File: config.mk
export PLATFORM = sky130hd
export DESIGN_NAME = refsel_top
export DESIGN_NICKNAME = d
export VERILOG_FILES = /design/src/rtl/refsel_pkg.sv /design/src/rtl/refsel_sync.sv /design/src/rtl/refsel_elector.sv /design/src/rtl/refsel_datapath.sv /design/src/rtl/refsel_ctrl.sv /design/src/rtl/refsel_top.sv
export SDC_FILE = /design/constraint.sdc
export NUM_CORES = 1
export LEC_CHECK = 0
export ABC_CLOCK_PERIOD_IN_PS = 3100
export CORE_MARGIN = 4
export CORE_UTILIZATION = 42
export DETAILED_ROUTE_END_ITERATION = 7
export GPL_ROUTABILITY_DRIVEN = 0
export PLACE_DENSITY = 0.93
export SYNTH_ARGS = -nofsm -noshare
export SYNTH_HDL_FRONTEND = slang
export SYNTH_SLANG_ARGS = --single-unit
export TNS_END_PERCENT = 5
File: constraint.sdc
create_clock -name clk -period 3.1 [get_ports clk]
set_clock_uncertainty 0.05 [all_clocks]
set_input_delay 0.62 -clock clk [delete_from_list [all_inputs] [get_ports clk]]
set_output_delay 0.62 -clock clk [all_outputs]
set_load 0.03 [all_outputs]
File: src/rtl/refsel_pkg.sv
package refsel_pkg;

  typedef enum logic [1:0] {
    SEL_AUTO   = 2'd0,
    SEL_MANUAL = 2'd1,
    SEL_PIN    = 2'd2,
    SEL_SPARE  = 2'd3
  } selMode_e;

  typedef enum logic [1:0] {
    OP_FREERUN  = 2'd0,
    OP_SYNC     = 2'd1,
    OP_PSEUDO   = 2'd2,
    OP_HOLDOVER = 2'd3
  } opMode_e;

  localparam logic [1:0] MAN_HOLD = 2'd2;
  localparam logic [1:0] MAN_FREE = 2'd3;

  // strobes from control to datapath: which source feeds the selection
  typedef struct packed {
    logic takeAuto;
    logic takeManual;
    logic takePin;
    logic forceHold;
    logic forceFree;
  } pickStrobe_t;

endpackage

File: src/rtl/refsel_sync.sv
module refsel_sync #(
  parameter int STAGES = 2
) (
  input  logic clk,
  input  logic rstN,
  input  logic dIn,
  output logic dOut
);
  logic [STAGES:0] chain;
  assign chain[0] = dIn;

  for (genvar s = 0; s < STAGES; s++) begin : g_stage
    always_ff @(posedge clk or negedge rstN) begin
      if (!rstN) chain[s+1] <= 1'b0;
      else       chain[s+1] <= chain[s];
    end
  end

  assign dOut = chain[STAGES];
endmodule

File: src/rtl/refsel_elector.sv
module refsel_elector #(
  parameter int PRIO_W = 4
) (
  input  logic              clk,
  input  logic              rstN,
  input  logic [1:0]        refQual,
  input  logic [PRIO_W-1:0] prioRef0,
  input  logic [PRIO_W-1:0] prioRef1,
  input  logic              revertEn,
  output logic              autoRef,
  output logic              autoHave
);
  localparam int REF_CNT = 2;

  logic [PRIO_W-1:0]  prioArr [REF_CNT];
  logic [REF_CNT-1:0] elig;
  logic               freshRef;
  logic               keepHeld;
  logic               heldRef;
  logic               heldHave;

  assign prioArr[0] = prioRef0;
  assign prioArr[1] = prioRef1;

  for (genvar g = 0; g < REF_CNT; g++) begin : g_elig
    assign elig[g] = refQual[g] && (prioArr[g] != '0);
  end

  always_comb begin
    // smaller nonzero value wins; ties fall to the lower index
    if (elig[0] && elig[1]) freshRef = (prioArr[1] < prioArr[0]);
    else                    freshRef = elig[1];
    keepHeld = !revertEn && heldHave && elig[heldRef];
    autoRef  = keepHeld ? heldRef : freshRef;
    autoHave = |elig;
  end

  // memory of the elector's own result, updated in every selection style
  always_ff @(posedge clk or negedge rstN) begin
    if (!rstN) begin
      heldRef  <= 1'b0;
      heldHave <= 1'b0;
    end else begin
      heldHave <= autoHave;
      if (autoHave) heldRef <= autoRef;
    end
  end
endmodule

File: src/rtl/refsel_datapath.sv
module refsel_datapath
  import refsel_pkg::*;
#(
  parameter int PRIO_W = 4
) (
  input  logic              clk,
  input  logic              rstN,
  input  logic [1:0]        refQual,
  input  logic [1:0]        refActive,
  input  logic [PRIO_W-1:0] prioRef0,
  input  logic [PRIO_W-1:0] prioRef1,
  input  logic              revertEn,
  input  logic              manRef,
  input  logic              pinRefLow,
  input  logic              pinRefHigh,
  input  logic              swSync,
  input  pickStrobe_t       strobe,
  output logic              selRef,
  output logic              refValid,
  output logic              candHave,
  output logic              candQual,
  output logic              candAct
);
  logic autoRef;
  logic autoHave;
  logic candRef;

  refsel_elector #(.PRIO_W(PRIO_W)) elector_i (
    .clk      (clk),
    .rstN     (rstN),
    .refQual  (refQual),
    .prioRef0 (prioRef0),
    .prioRef1 (prioRef1),
    .revertEn (revertEn),
    .autoRef  (autoRef),
    .autoHave (autoHave)
  );

  always_comb begin
    if (strobe.takeManual) begin
      candRef  = manRef;
      candHave = 1'b1;
    end else if (strobe.takePin) begin
      candRef  = swSync ? pinRefHigh : pinRefLow;
      candHave = 1'b1;
    end else if (strobe.takeAuto) begin
      candRef  = autoRef;
      candHave = autoHave;
    end else begin
      candRef  = selRef;
      candHave = 1'b0;
    end
    candQual = refQual[candRef];
    candAct  = refActive[candRef];
  end

  always_ff @(posedge clk or negedge rstN) begin
    if (!rstN) begin
      selRef   <= 1'b0;
      refValid <= 1'b0;
    end else begin
      refValid <= candHave;
      if (candHave) selRef <= candRef;
    end
  end
endmodule

File: src/rtl/refsel_ctrl.sv
module refsel_ctrl
  import refsel_pkg::*;
(
  input  logic        clk,
  input  logic        rstN,
  input  logic [1:0]  selMode,
  input  logic [1:0]  manChoice,
  input  logic        histValid,
  input  logic        candHave,
  input  logic        candQual,
  input  logic        candAct,
  output pickStrobe_t strobe,
  output logic [1:0]  opMode,
  output logic        extTiming
);
  opMode_e nextMode;
  opMode_e selfMode;

  always_comb begin
    strobe = '0;
    unique case (selMode_e'(selMode))
      SEL_MANUAL: begin
        if (manChoice == MAN_FREE)      strobe.forceFree  = 1'b1;
        else if (manChoice == MAN_HOLD) strobe.forceHold  = 1'b1;
        else                            strobe.takeManual = 1'b1;
      end
      SEL_PIN: strobe.takePin = 1'b1;
      default: strobe.takeAuto = 1'b1;
    endcase
  end

  always_comb begin
    selfMode = histValid ? OP_HOLDOVER : OP_FREERUN;
    if (strobe.forceFree)   nextMode = OP_FREERUN;
    else if (!candHave)     nextMode = selfMode;
    else if (!candQual)     nextMode = selfMode;
    else if (!candAct)      nextMode = OP_PSEUDO;
    else                    nextMode = OP_SYNC;
  end

  always_ff @(posedge clk or negedge rstN) begin
    if (!rstN) begin
      opMode    <= OP_FREERUN;
      extTiming <= 1'b0;
    end else begin
      opMode    <= nextMode;
      extTiming <= (nextMode == OP_SYNC);
    end
  end
endmodule

File: src/rtl/refsel_top.sv
module refsel_top
  import refsel_pkg::*;
#(
  parameter int PRIO_W      = 4,
  parameter int SYNC_STAGES = 2
) (
  input  logic              clk,
  input  logic              rstN,
  input  logic [1:0]        refQual,
  input  logic [1:0]        refActive,
  input  logic [PRIO_W-1:0] prioRef0,
  input  logic [PRIO_W-1:0] prioRef1,
  input  logic              revertEn,
  input  logic [1:0]        selMode,
  input  logic [1:0]        manChoice,
  input  logic              pinRefLow,
  input  logic              pinRefHigh,
  input  logic              swPin,
  input  logic              histValid,
  output logic              selRef,
  output logic              refValid,
  output logic [1:0]        opMode,
  output logic              extTiming
);
  logic        swSync;
  pickStrobe_t strobe;
  logic        candHave;
  logic        candQual;
  logic        candAct;

  refsel_sync #(.STAGES(SYNC_STAGES)) sync_i (
    .clk  (clk),
    .rstN (rstN),
    .dIn  (swPin),
    .dOut (swSync)
  );

  refsel_datapath #(.PRIO_W(PRIO_W)) dp_i (
    .clk        (clk),
    .rstN       (rstN),
    .refQual    (refQual),
    .refActive  (refActive),
    .prioRef0   (prioRef0),
    .prioRef1   (prioRef1),
    .revertEn   (revertEn),
    .manRef     (manChoice[0]),
    .pinRefLow  (pinRefLow),
    .pinRefHigh (pinRefHigh),
    .swSync     (swSync),
    .strobe     (strobe),
    .selRef     (selRef),
    .refValid   (refValid),
    .candHave   (candHave),
    .candQual   (candQual),
    .candAct    (candAct)
  );

  refsel_ctrl ctrl_i (
    .clk       (clk),
    .rstN      (rstN),
    .selMode   (selMode),
    .manChoice (manChoice),
    .histValid (histValid),
    .candHave  (candHave),
    .candQual  (candQual),
    .candAct   (candAct),
    .strobe    (strobe),
    .opMode    (opMode),
    .extTiming (extTiming)
  );
endmodule

==> impl_summary.md <==
Run status
The run finished with clean final reports.

GRT
After global routing, the most crowded layer is met2. The global-route met1 utilization is 16.63%. The met3 routing resource usage after global routing is 5.138%. The fraction of met2 tracks used by global routing is 28.97%. The global-route usage over all layers is 16.38%. The number of antenna violations at the first check in global routing came to 0. The sum of overflow across all layers after global routing is 0. The via count of the first global-routing pass is 604. The first-pass GRT wire length is 2352 microns.

Entering global routing, the biggest net connects 10 pins.

STA
Timing would allow up to 0.3682 GHz. The number of pins with negative max-slew slack in the final report is 0. The final total negative setup slack is 0 ns. For the pin with the worst max-slew slack, the measured transition is 0.4342 ns. The final cycle utilization of the critical path is 87.61%. The clock period minus final worst setup slack is 2.716 ns. Setup violations remaining at the end of the flow were counted as 0. The count of final hold-check violations is 0. The worst-case headroom to the max-slew limit is 70.74%.

Setup repair after global routing left no endpoint under its margin.

Critical path
The most frequent cell on the critical path is nor2_1. The startpoint identified for the worst register-to-register timing path is sync_i.dOut. For this design, the slowest cell found on the critical path is clkdlybuf4s50_1. Along the worst path, the maximum fanout reaches 5.

The longest individual stage delay on the worst path is 0.48 ns. The category of the critical setup timing path is primary input to flop. The required arrival time at the worst endpoint is 3.23 ns.

The critical path goes through clkdlybuf4s50_1 > inv_1 > ha_1 > nor2_1 > a221oi_1 > nor2_1 > a21oi_1 > mux2_1 > o22ai_1. The launch point of the critical path is selMode[0]. The element type at the critical path start is a primary input. For the worst setup path, the data arrival time is 2.85 ns.

STA classifies the critical path endpoint as a flop.

Synthesis
By area the synthesized netlist is led by dfrtp_1, ha_1, o41ai_2. The share of flip-flops with an asynchronous set or reset after synthesis is 100.0%. The count of warnings emitted by yosys is 0. The post-synthesis cell count is 61. The proportion of netlist area held by the largest area contributor is 38.14%.

The number of nets handed over by synthesis was 89. The synthesized netlist contains 25 unique library cells. The flop and latch count out of synthesis is 9. After synthesis, the most frequently instantiated cells are dfrtp_1, a21oi_1, inv_1, nor2_1, ha_1. The library cell with the highest instance count after synthesis is dfrtp_1. In this run the cell area of the synthesized design comes to 590.6 sq um. The library cell occupying the most area in the post-synthesis netlist is dfrtp_1. Sequential cells were found to cover 38.14% of the synthesized design area. Yosys mapped a number of flops with a built-in enable equal to 0. For this run, the leading register cell type out of synthesis is dfrtp_1. After synthesis, the mean cell area works out to 9.681 sq um.

Power and ir drop
The worst-case IR drop observed on VDD is 0.0002976 V. Summed over all cells, the static leakage comes to 0.4015 nW. Dividing total power by cell area gives a power density of 415.0 mW/mm^2.

Routing
The number of remaining DRC errors is 0. After detailed routing, the number of vias per cell comes to 5.302. The violation count after the first detailed-routing iteration is 4. For this block, the routed nets add up to 1468 microns of wire. The number of detailed-route iterations in the first pass is 4.

The count of nets left with antenna violations once routing finished came out at 0. The average routed wire per standard cell is 13.85 microns. The via count of the routed design is 562.

Min path
In this run the most critical hold path is launched from sync_i.chain[1]. In this run the worst hold path is classified as flop to flop.

Placed design
The placed cell count is 102. The post-detailed-placement half-perimeter wirelength is 1237 microns. Input and output buffers added on the ports amount to 27.

Die
The die covers 0.002070 sq mm. The number of ports placed on the die boundary is 28. Row generation in the floorplan step produced 13 rows. The core region is 0.001318 sq mm.

The starting density of the core is 44.82%. The vertical die dimension is 45.50 microns. The die is 45.50 microns wide.

Clock tree
In this run the clock root is driven by a clkbuf_4. For this design, the CTS-stage hold fixing added 0 buffers. The later pin in the worst-skew pair is clocked with a latency of 0.26 ns. Gates resized during post-CTS repair numbered 0.

In this run the deepest clock path goes through 2 buffers. In this run the number of H-tree levels came out at 1. Once the clock tree was built, the setup fixing pass inserted 0 buffers. After clock tree synthesis, the clock-pin slew on the worst setup and hold paths is 0.07 ns. The clock sink count is 9. TritonCTS built the clock tree. The number of buffers added by the clock tree synthesis step is 3.

Final layout
The number of nets in the final layout is 120. For this run, the number of standard cells in the final layout without fillers is 106. The count of inserted antenna diode cells is 0.

The area growth from synthesis to layout is 51.69%. Cells with a size suffix above 1 make up 10.99% of the layout.

Run
The reported max-cap violation count is 0.
==> metal layers <==
metal / wire length (microns) / share of wire, %
met2: 724 / 49
met1: 607 / 41
met5: 0 / 0
met3: 100 / 6.8
met4: 36 / 2.5
==> critical path, delay by kind of cell <==
kind | cells | cell delay, ns
AOI/OAI and AO/OA | 3 | 0.85
and+or+nand+nor | 2 | 0.13
buffers and inverters | 2 | 0.53
muxes | 1 | 0.40
adders and majority gates | 1 | 0.31
==> placed cells by master, fill, tap and decap left out, types with 2 or more instances in the layout <==
master and count:
clkdlybuf4s50_1 27, nand3b_1 2, o21ai_0 3, nand2_1 2, inv_1 6, o41ai_2 2, nor2_1 6, nor2b_1 3
a21oi_1 6, nand2_2 2, clkbuf_4 3, ha_1 5, a211o_1 2, dfrtp_1 9
==> kinds of logic after synthesis <==
| logic type | Yosys count | synth area share [%] |
|---|---|---|
| and+or+nand+nor | 20 | 18.43 |
| buffers and inverters | 7 | 5.720 |
| muxes | 3 | 5.508 |
| DFF | 9 | 38.14 |
| adders and majority gates | 5 | 10.59 |
| AOI/OAI and AO/OA | 17 | 21.61 |
==> final timing paths <==
| kind | end | slack, ns | cells after the start |
|---|---|---|---|
| worst min-delay path | sync_i.dOut | 0.30 | 0 |
| worst min register to register | sync_i.dOut | 0.30 | 0 |
| worst max-delay path | ctrl_i.opMode[1] | 0.38 | 9 |
| min in group asynchronous | sync_i.dOut | 0.60 | 1 |
| max in group asynchronous | dp_i.selRef | 2.11 | 1 |
| worst max register to register | ctrl_i.opMode[1] | 1.01 | 6 |
==> registers in the layout (all words and copies together) (netlist names) <==
signal and flops:
dp_i.elector_i.heldRef 1, dp_i.elector_i.heldHave 1, sync_i.chain 1, ctrl_i.extTiming 1, dp_i.refValid 1, ctrl_i.opMode 2, dp_i.selRef 1, sync_i.dOut 1
==> through the flow <==
step / cell area, sq um / worst slack, ns / power (mW) / hold WS [ns] / util (%)
after floorplan: 590.6 / 0.8550 / 0.2151 / 0.2744 / -
after global placement: 868.3 / 0.1957 / 0.2765 / 0.2854 / 65.91
after detailed placement: 868.3 / 0.1268 / 0.2815 / 0.2894 / 65.91
after CTS: 895.9 / 0.4023 / 0.3750 / 0.3045 / 68.00
after global routing: 895.9 / 0.2748 / 0.3979 / 0.3229 / 68.00
final: 895.9 / 0.3841 / 0.3718 / 0.3035 / 68.00
==> report_power, final <==
part           internal [mW]  leakage [nW]  total, mW  switching [mW]
sequential             0.132         0.105      0.141         0.00851
combinational         0.0693         0.279      0.139          0.0694
clock                 0.0477        0.0177     0.0925          0.0447
==> layout make-up <==
type | instances | area, sq um
Clock buffer | 3 | 22.52
Clock inverter | 1 | 5.005
Tap cell | 15 | 18.77
Inverter | 6 | 22.52
Sequential cell | 9 | 225.2
Multi-Input combinational cell | 45 | 331.6
Fill cell | 97 | 421.7
Timing Repair Buffer | 27 | 270.3
Note: power is estimated with default switching activity, not from simulation.
